[src/rtl/gpio_bank_pkg.sv]
package gpio_bank_pkg;

    localparam int unsigned LINE_CNT = 32;
    localparam int unsigned OFS_W    = 5;

    localparam logic [OFS_W-1:0] OFS_DIR = 5'h00;
    localparam logic [OFS_W-1:0] OFS_ODS = 5'h04;
    localparam logic [OFS_W-1:0] OFS_DAT = 5'h08;
    localparam logic [OFS_W-1:0] OFS_IBE = 5'h18;

    typedef enum logic [2:0] {
        SEL_NONE = 3'd0,
        SEL_DIR  = 3'd1,
        SEL_ODS  = 3'd2,
        SEL_DAT  = 3'd3,
        SEL_IBE  = 3'd4
    } reg_sel_e;

    // Register bit b belongs to line (LINE_CNT-1-b).
    function automatic logic [LINE_CNT-1:0] line_swap(input logic [LINE_CNT-1:0] v);
        logic [LINE_CNT-1:0] r;
        for (int i = 0; i < LINE_CNT; i++) begin
            r[i] = v[LINE_CNT-1-i];
        end
        return r;
    endfunction

endpackage

[src/rtl/gpio_addr_decode.sv]
module gpio_addr_decode
    import gpio_bank_pkg::*;
#(
    parameter int unsigned AW = OFS_W
) (
    input  logic [AW-1:0] addr,
    output reg_sel_e      sel
);

    always_comb begin
        unique case (addr)
            OFS_DIR: sel = SEL_DIR;
            OFS_ODS: sel = SEL_ODS;
            OFS_DAT: sel = SEL_DAT;
            OFS_IBE: sel = SEL_IBE;
            default: sel = SEL_NONE;
        endcase
    end

endmodule

[src/rtl/gpio_cfg_regs.sv]
module gpio_cfg_regs
    import gpio_bank_pkg::*;
#(
    parameter int unsigned W = LINE_CNT
) (
    input  logic         clk,
    input  logic         rst_n,
    input  logic         wr_en,
    input  reg_sel_e     sel,
    input  logic [W-1:0] wr_data,
    output logic [W-1:0] dir_q,
    output logic [W-1:0] ods_q,
    output logic [W-1:0] dat_q,
    output logic [W-1:0] ibe_q
);

    always_ff @(posedge clk or negedge rst_n) begin
        if (!rst_n) begin
            dir_q <= '0;
            ods_q <= '0;
            dat_q <= '0;
            ibe_q <= '0;
        end else if (wr_en) begin
            unique case (sel)
                SEL_DIR:  dir_q <= wr_data;
                SEL_ODS:  ods_q <= wr_data;
                SEL_DAT:  dat_q <= wr_data;
                SEL_IBE:  ibe_q <= wr_data;
                SEL_NONE: ;
                default:  ;
            endcase
        end
    end

endmodule

[src/rtl/gpio_in_sync.sv]
module gpio_in_sync #(
    parameter int unsigned W = 32
) (
    input  logic         clk,
    input  logic         rst_n,
    input  logic [W-1:0] raw,
    output logic [W-1:0] mid,
    output logic [W-1:0] synced
);

    always_ff @(posedge clk or negedge rst_n) begin
        if (!rst_n) begin
            mid    <= '0;
            synced <= '0;
        end else begin
            mid    <= raw;
            synced <= mid;
        end
    end

endmodule

[src/rtl/gpio_pin_ctrl.sv]
module gpio_pin_ctrl #(
    parameter int unsigned W = 32
) (
    input  logic [W-1:0] dir_q,
    input  logic [W-1:0] ods_q,
    input  logic [W-1:0] dat_q,
    input  logic [W-1:0] ibe_q,
    input  logic [W-1:0] pad_sync,
    output logic [W-1:0] pad_out,
    output logic [W-1:0] pad_oe,
    output logic [W-1:0] dat_view
);

    // n is the line number and b is its register bit.
    for (genvar n = 0; n < W; n++) begin : g_line
        localparam int unsigned B = W - 1 - n;
        always_comb begin
            pad_oe[n]   = dir_q[B] & ~(ods_q[B] & dat_q[B]);
            pad_out[n]  = dat_q[B] & ~ods_q[B];
            dat_view[B] = dir_q[B] ? dat_q[B] : (ibe_q[B] & pad_sync[n]);
        end
    end

endmodule

[src/rtl/gpio_port_bank.sv]
module gpio_port_bank
    import gpio_bank_pkg::*;
#(
    parameter int unsigned W  = LINE_CNT,
    parameter int unsigned AW = OFS_W
) (
    input  logic          clk,
    input  logic          rst_n,
    input  logic [AW-1:0] addr,
    input  logic          wr_en,
    input  logic [W-1:0]  wr_data,
    output logic [W-1:0]  rd_data,
    input  logic [W-1:0]  pad_in,
    output logic [W-1:0]  pad_out,
    output logic [W-1:0]  pad_oe
);

    reg_sel_e     sel;
    logic [W-1:0] dir_q, ods_q, dat_q, ibe_q;
    logic [W-1:0] sync_mid, sync_q;
    logic [W-1:0] dat_view;

    gpio_addr_decode #(.AW(AW)) u_dec (
        .addr (addr),
        .sel  (sel)
    );

    gpio_cfg_regs #(.W(W)) u_regs (
        .clk     (clk),
        .rst_n   (rst_n),
        .wr_en   (wr_en),
        .sel     (sel),
        .wr_data (wr_data),
        .dir_q   (dir_q),
        .ods_q   (ods_q),
        .dat_q   (dat_q),
        .ibe_q   (ibe_q)
    );

    gpio_in_sync #(.W(W)) u_sync (
        .clk    (clk),
        .rst_n  (rst_n),
        .raw    (pad_in),
        .mid    (sync_mid),
        .synced (sync_q)
    );

    gpio_pin_ctrl #(.W(W)) u_pins (
        .dir_q    (dir_q),
        .ods_q    (ods_q),
        .dat_q    (dat_q),
        .ibe_q    (ibe_q),
        .pad_sync (sync_q),
        .pad_out  (pad_out),
        .pad_oe   (pad_oe),
        .dat_view (dat_view)
    );

    always_comb begin
        unique case (sel)
            SEL_DIR:  rd_data = dir_q;
            SEL_ODS:  rd_data = ods_q;
            SEL_DAT:  rd_data = dat_view;
            SEL_IBE:  rd_data = ibe_q;
            default:  rd_data = '0;
        endcase
    end

endmodule

[config.mk]
export PLATFORM = sky130hd
export DESIGN_NAME = gpio_port_bank
export DESIGN_NICKNAME = d
export VERILOG_FILES = /design/src/rtl/gpio_bank_pkg.sv /design/src/rtl/gpio_addr_decode.sv /design/src/rtl/gpio_cfg_regs.sv /design/src/rtl/gpio_in_sync.sv /design/src/rtl/gpio_pin_ctrl.sv /design/src/rtl/gpio_port_bank.sv
export SDC_FILE = /design/constraint.sdc
export NUM_CORES = 1
export LEC_CHECK = 0
export ABC_AREA = 1
export CORE_MARGIN = 1.5
export CORE_UTILIZATION = 53
export CTS_CLUSTER_DIAMETER = 40
export CTS_CLUSTER_SIZE = 40
export DETAILED_ROUTE_END_ITERATION = 8
export PLACE_DENSITY = 0.76
export SYNTH_ARGS = -nofsm -noshare
export SYNTH_HDL_FRONTEND = slang
export SYNTH_HIERARCHICAL = 1
export SYNTH_SLANG_ARGS = --single-unit
export TNS_END_PERCENT = 20
[constraint.sdc]
create_clock -name clk -period 3 [get_ports clk]
set_clock_uncertainty 0.1 [all_clocks]
set_input_delay 0.6 -clock clk [delete_from_list [all_inputs] [get_ports clk]]
set_output_delay 0.6 -clock clk [all_outputs]
set_load 0.01 [all_outputs]
Word level (Yosys, flattened, before mapping) --
Cells that the tools add are included.
Word-level totals: register bits 192, bits of input ports 72
Cells by class: equality and inequality tests 7, muxes and demuxes 34, bitwise operators 192, reduce and logical (&&, ||, !) cells 5
Operators with widths (count):
- AND 1 bit | 128
- one-hot mux 32 bit (4 select lines) | 1
- inverter 1 bit | 64
- two-way mux 1 bit | 32
- one-hot mux 3 bit (4 select lines) | 1
- AND reduction 2 bit | 4
- == test 3 x 2 -> 1 bit, second input constant | 2
- == test 5 x 3 -> 1 bit, second input constant | 1
- == test 5 x 4 -> 1 bit, second input constant | 1
- == test 5 bit, second input constant | 1
- logical NOT 5 bit | 1
- == test 3 x 1 -> 1 bit, second input constant | 1
- == test 3 bit, second input constant | 1

Longest topological paths before layout --
Gate-level depths: netlist (run 1).
depth after elaboration 4, gate-level depth with buffers 11

Cells and area by module --
Netlist (run 1), hierarchy kept.
By module, submodules not included:
- gpio_cfg_regs | instances 1, cells each 564, area an instance 5064.9 um^2, seq. area each 3203.1 um^2
- gpio_port_bank | instances 1, cells each 329, area an instance 1669.1 um^2, seq. area each 0.0 um^2
- gpio_in_sync | instances 1, cells each 64, area an instance 1601.5 um^2, seq. area each 1601.5 um^2
- gpio_pin_ctrl | instances 1, cells each 224, area an instance 1121.1 um^2, seq. area each 0.0 um^2
- gpio_addr_decode | instances 1, cells each 11, area an instance 51.3 um^2, seq. area each 0.0 um^2

Worst setup path after synthesis (run 1) --
No wires, ideal clock.
kind input-to-output, start in addr[1], end out rd_data[0], arrival time 1.902 ns, slack 0.398 ns, cell stages on the path 9, buffers on the path 2, cell sequence nor2_2 > nand2_2 > nor2_1 > buf_4 > buf_4 > nand4_1 > nand2_1 > inv_1 > nand2_1
Between the ends: cells in the longest elaborated chain, start to end 4
Ends and longest elaborated chain:
- start, declared | RTL line gpio_port_bank.sv:9 | input logic [AW-1:0] addr,
- == test 5 bit (tied with other cells) | RTL line gpio_addr_decode.sv:11 | unique case (addr)
- one-hot mux 3 bit (4 select lines) * | RTL line gpio_addr_decode.sv:11
- named net sel[0] | RTL line gpio_port_bank.sv:18 | reg_sel_e sel;
- == test 3 bit (tied with other cells) | RTL line gpio_port_bank.sv:60 | unique case (sel)
- one-hot mux 32 bit (4 select lines) * | RTL line gpio_port_bank.sv:60
- end, declared | RTL line gpio_port_bank.sv:12 | output logic [W-1:0] rd_data,
The timed path passes the listed nets; every way through them passes the cells marked *.

Final worst setup path (run 1) --
start in addr[1], end out rd_data[6]
Same word-level chain as after synthesis.

==> out/summary.txt, run 1 <==
result of the run: complete, no violations
TritonCTS clock tree: done
endpoint type of the worst setup path: primary output
initial antenna violation count: 0
leading cell type in the layout, fill and taps excluded: sky130_fd_sc_hd__nand2_1
Boundary Pins: 168
number of diodes added for antenna fixing: 0
Clk Latency, worst-skew pair: 0.43 ns
Cell Int Power: 5.00 mW
number of nets still failing antenna checks after routing: 0
syn_nets: 1264
Num CTS Buffers: 17
Chip Height: 137 um
wire length of the first global-routing pass: 45.2 mm
cell area reported after detailed placement: 0.0116 sq mm
wire length reported by the detailed router: 28.6 mm
part of the power in registers: 0.470
P per Cell Area: 565 mW/mm^2
switching fraction of total power: 0.287
endpoint of the lowest-slack register-to-register path: u_regs/dat_q[10]$_DFFE_PN0P_
Worst Slack Setup Final: 0.0617 ns
starting density of the core: 0.546
leakage power: 6.35 nW
DIE AREA: 0.0188 sq mm
root buf cell: sky130_fd_sc_hd__clkbuf_16
row count: 48
CP arrival: 2.24 ns
HPWL after detailed placement: 17.6 mm
number of slew-limit violations in the final report: 0
number of input and output port buffers inserted: 167
Total Neg Setup Slack: 0 ns
area added between synthesis and finish: 30.6%
Sequential Area: 0.00480 sq mm
global-route usage over all layers: 0.316
sinks on the clock net: 192
Final Non-Filler Cells: 1613
setup slack on the worst flop-to-flop path: 2.17 ns
Seq cells post-synth: 192
startpoint class of the critical path: input pin
number of hold violations in the final report: 0
DR WL met3: 2.95 mm
maximum frequency from static timing analysis: 340 MHz
critical path type: in2out
clock group share of total power: 0.359
H-tree depth: 4
Reg clk slew, reported paths: 0.07 ns
number of buffers on the longest clock path: 2
share of cells above drive strength 1: 0.157
post-placement worst setup slack: -0.488 ns
RSZ-0062 raised after global routing: true
Final #Nets: 1447
number of vias after detailed routing: 9207
Cell Area, Synth: 0.00951 sq mm
WP data required: 2.30 ns
leading area contributor after synthesis: sky130_fd_sc_hd__dfrtp_1
number of synthesis warnings: 6
final core utilization: 0.713
pin count of the biggest net entering global routing: 76
area of all placed cells without fillers: 0.0124 sq mm
# DRC: 0
hold buffer count at cts: 0
top cells by area in the synthesized netlist: sky130_fd_sc_hd__dfrtp_1 51%, sky130_fd_sc_hd__nand2_1 17%, sky130_fd_sc_hd__nand3_1 10%
uppermost routed layer: met4
Worst Hold Slack: 0.0946 ns
register area share after synthesis: 0.505
final global-route overflow total: 0
Die Span X: 137 um
most frequent cells in the layout: 419 x sky130_fd_sc_hd__nand2_1, 192 x sky130_fd_sc_hd__dfrtp_1, 191 x sky130_fd_sc_hd__nand3_1
global placer's final weighted congestion: 0.817
number of standard cells after synthesis: 1192
setup violation total in the final timing report: 0
maxcap violations: 0
wire length on met1: 11.4 mm
maximum ir drop on the vdd rail: 420 uV
total placed cells including tap cells: 1564
class of the tightest hold or removal check: in2async
Detailed Routing Iterations Pass 1: 5
net switching power: 2.02 mW
sum of met2 wire segment lengths after detailed routing: 13.5 mm
mean cell area of the mapped netlist: 7.98 sq um
Design Power: 7.01 mW
power share of the combinational group: 0.171
reg2reg start: u_regs/dat_q[10]$_DFFE_PN0P_
number of global-route vias before repair: 8771
Core Footprint: 0.0174 sq mm
# fillers: 1332
critical path fanouts, max: 13
1st-iter DRT viols: 963
Synth top area share: 0.505
final critical delay including setup and external delays: 2.94 ns
final worst path period share: 0.979
FF-to-FF path depth: 2
total area of multi-input combinational cells: 0.00377 sq mm
measured slew at the worst slew-check pin: 0.627 ns
Synth cell types: 18
normalized max-slew margin: 0.582
vias per std cell: 5.71
detail-routed net length per standard cell: 17.7 um
## layout make-up
class | instances | area share
Sequential cell | 192 | 0.387
Tap cell | 225 | 0.0227
Inverter | 139 | 0.0424
Clock buffer | 20 | 0.0360
Clock inverter | 12 | 0.0166
Timing Repair Buffer | 238 | 0.191
Multi-Input combinational cell | 787 | 0.304
## synth_stat cells (all sizes together)
cell type	count
a21oi	33
buf	68
clkbuf	6
dfrtp	192
inv	139
nand2	426
nand3	192
nand4	96
nor2	40
## cells by family (layout without fill, tap and decap cells)
logic type             count (synthesis)  in the layout  synth area share
buffers and inverters                213            409             0.104
DFF                                  192            192             0.505
and+or+nand+nor                      754            754             0.360
AOI/OAI and AO/OA                     33             33            0.0304
## layer usage
metal	vias to the layer above	global-route usage
li1	4191	-
met1	4422	0.430
met2	529	0.502
met3	65	0.0630
met4	0	0.117
met5	-	0
## worst max-delay path: stages
cell                              delay [ns]
sky130_fd_sc_hd__clkdlybuf4s15_1        0.20
sky130_fd_sc_hd__nor2_4                 0.19
sky130_fd_sc_hd__nand2_4                0.10
sky130_fd_sc_hd__a21oi_4                0.20
sky130_fd_sc_hd__buf_6                  0.14
sky130_fd_sc_hd__buf_4                  0.11
sky130_fd_sc_hd__inv_4                  0.06
sky130_fd_sc_hd__buf_12                 0.15
sky130_fd_sc_hd__nand4_1                0.07
sky130_fd_sc_hd__nand2_1                0.05
sky130_fd_sc_hd__inv_1                  0.05
sky130_fd_sc_hd__nand2_1                0.07
sky130_fd_sc_hd__clkdlybuf4s15_1        0.24
## state kept, by name, indices dropped and copies added, names as in the netlist
register / cells
u_sync/synced: 32
u_regs/ods_q: 32
u_regs/dat_q: 32
u_regs/dir_q: 32
u_sync/mid: 32
u_regs/ibe_q: 32
## power groups by stage
stage / Clock [mW] / Sequential, mW / Combinational (mW)
after floorplan: 0 / 3.24 / 0.602
after global placement: 0 / 3.32 / 1.15
after detailed placement: 0 / 3.32 / 1.17
after CTS: 2.54 / 3.29 / 1.20
after global routing: 2.66 / 3.34 / 1.33
final: 2.52 / 3.30 / 1.20
## worst max-delay path by stage
stage	start	endpoint	cells after the start	slack (ns)
after floorplan	addr[1]	rd_data[0]	9	0.40
after global placement	addr[1]	rd_data[4]	10	-0.42
after detailed placement	addr[1]	rd_data[4]	10	-0.49
after CTS	addr[0]	rd_data[6]	13	0.01
after global routing	addr[2]	rd_data[11]	12	-0.03
final	addr[1]	rd_data[6]	13	0.06
## repair_timing
action | 4_1_cts | 5_1_grt
pin swaps | 6 | 2
gates resized for setup | 82 | 41
setup endpoints to repair | 32 | 31
gates cloned | 3 | 0
setup buffers | 14 | 0
endpoints found under the hold margin | 0 | 0
Note: power is estimated with default switching activity, not from simulation.
==> inputs of run 2 (changes only) <==
Settings changed: CORE_UTILIZATION 53 to 57, PLACE_DENSITY 0.76 to 0.81.
Clock period 3 ns to 3.5 ns, I/O delays scaled along.
==> out/summary.txt, run 2 (synthesized netlist as in run 1, its figures left out) <==
# fillers: 1215
cell area reported after detailed placement: 0.0116 sq mm
most frequent cells in the layout: 420 x sky130_fd_sc_hd__nand2_1, 192 x sky130_fd_sc_hd__nand3_1, 192 x sky130_fd_sc_hd__dfrtp_1
maximum ir drop on the vdd rail: 362 uV
Chip Height: 132 um
P per Cell Area: 482 mW/mm^2
maximum frequency from static timing analysis: 283 MHz
Worst Hold Slack: 0.141 ns
leading cell type in the layout, fill and taps excluded: sky130_fd_sc_hd__nand2_1
critical path type: in2out
share of cells above drive strength 1: 0.125
Core Footprint: 0.0165 sq mm
Final Non-Filler Cells: 1584
area of all placed cells without fillers: 0.0123 sq mm
setup violation total in the final timing report: 4
TritonCTS clock tree: done
maxcap violations: 0
Critical Path, Cell by Cell: clkdlybuf4s50_1 > nor2_2 > nand2_2 > nor2_4 > buf_12 > buf_12 > nand4_1 > nand2_1 > inv_1 > nand2_1 > clkdlybuf4s50_1
number of global-route vias before repair: 8842
Boundary Pins: 168
pin count of the biggest net entering global routing: 74
Clk Latency, worst-skew pair: 0.44 ns
WP data required: 2.70 ns
global placer's final weighted congestion: 0.868
number of slew-limit violations in the final report: 0
HPWL after detailed placement: 16.7 mm
detail-routed net length per standard cell: 17.5 um
Detailed Routing Iterations Pass 1: 5
final global-route overflow total: 0
violations in the final reports: setup timing
# DRC: 0
RSZ-0062 raised after global routing: true
class of the tightest hold or removal check: in2async
CP arrival: 2.73 ns
leakage power: 6.45 nW
Num CTS Buffers: 17
initial antenna violation count: 0
row count: 47
starting density of the core: 0.577
endpoint type of the worst setup path: primary output
vias per std cell: 5.72
total placed cells including tap cells: 1551
number of diodes added for antenna fixing: 0
normalized max-slew margin: 0.562
measured slew at the worst slew-check pin: 0.657 ns
startpoint class of the critical path: input pin
final core utilization: 0.750
sinks on the clock net: 192
number of nets still failing antenna checks after routing: 0
hold buffer count at cts: 0
highest-delay cell along the critical path: sky130_fd_sc_hd__clkdlybuf4s50_1
final critical delay including setup and external delays: 3.53 ns
Die Span X: 132 um
number of input and output port buffers inserted: 167
Final #Nets: 1423
area added between synthesis and finish: 29.8%
H-tree depth: 4
setup slack on the worst flop-to-flop path: 2.68 ns
result of the run: finished, violations left
wire length of the first global-routing pass: 44.9 mm
wire length reported by the detailed router: 27.7 mm
critical path fanouts, max: 30
number of buffers on the longest clock path: 2
critical path's largest stage delay: 0.54 ns
Reg clk slew, reported paths: 0.07 ns
Worst Slack Setup Final: -0.0334 ns
global-route usage over all layers: 0.324
FF-to-FF path depth: 2
DIE AREA: 0.0175 sq mm
number of hold violations in the final report: 0
final worst path period share: 1.01
endpoint of the lowest-slack register-to-register path: u_regs/ods_q[15]$_DFFE_PN0P_
reg2reg start: u_regs/ods_q[15]$_DFFE_PN0P_
root buf cell: sky130_fd_sc_hd__clkbuf_16
post-placement worst setup slack: -0.0744 ns
1st-iter DRT viols: 899
number of vias after detailed routing: 9068
run 2: changes by cell type in the layout (fill, tap and decap cells not counted), sizes merged:
cell / change
bufbuf: -1
clkdlybuf4s50: +10
clkinvlp: +3
clkinv: -1
clkbuf: -14
buf: -32
dlymetal6s2s: +14
dlygate4sd2: +10
bufinv: -1
clkdlybuf4s15: -11
inv: -1
run 2: final cells by class:
type                       instances  area (sq um)  share of cell area
timing repair buffer             214          2340               0.190
tap                              220           275              0.0223
clock inverter                    12           181              0.0147
inverter                         139           524              0.0425
clock buffer                      20           457              0.0370
sequential                       192          4800               0.389
multi-input combinational        787          3760               0.304
run 2: repair_timing:
action	in CTS	in global routing
gates resized for setup	18	16
buffers inserted	1	0
endpoints found under the setup margin	32	19
pin swaps	1	1
run 2: per-stage QoR:
step / TNS (ns) / power (mW)
floorplan: 0 / 3.29
global placement: -0.321 / 3.83
detailed placement: -1.53 / 3.86
CTS: -0.147 / 5.95
global route: -0.619 / 6.18
finish: -0.0634 / 5.95
run 2: power breakdown:
part	switching, mW	total, mW	internal [mW]
Combinational	0.543	1.02	0.476
Clock	0.865	2.10	1.24
Sequential	0.321	2.83	2.51
run 2: worst max path at each step:
stage | start | end | cells after the start
after floorplan | addr[1] | rd_data[0] | 9
after global placement | addr[1] | rd_data[23] | 10
after detailed placement | addr[2] | rd_data[8] | 12
after global routing | addr[3] | rd_data[15] | 12
final | addr[0] | rd_data[2] | 11
after CTS | addr[1] | rd_data[2] | 11
run 2: critical path, delay by kind of cell:
family / cells / cell delay (ns)
AND/OR/NAND/NOR: 6 / 0.69
buffers and inverters: 5 / 1.34
run 2: per-layer routing:
metal	GRT usage	part of all wire	vias up
li1	-	-	4144
met1	0.432	0.39	4272
met2	0.528	0.48	556
met3	0.0665	0.10	96
met4	0.117	0.029	0
met5	0	0	-
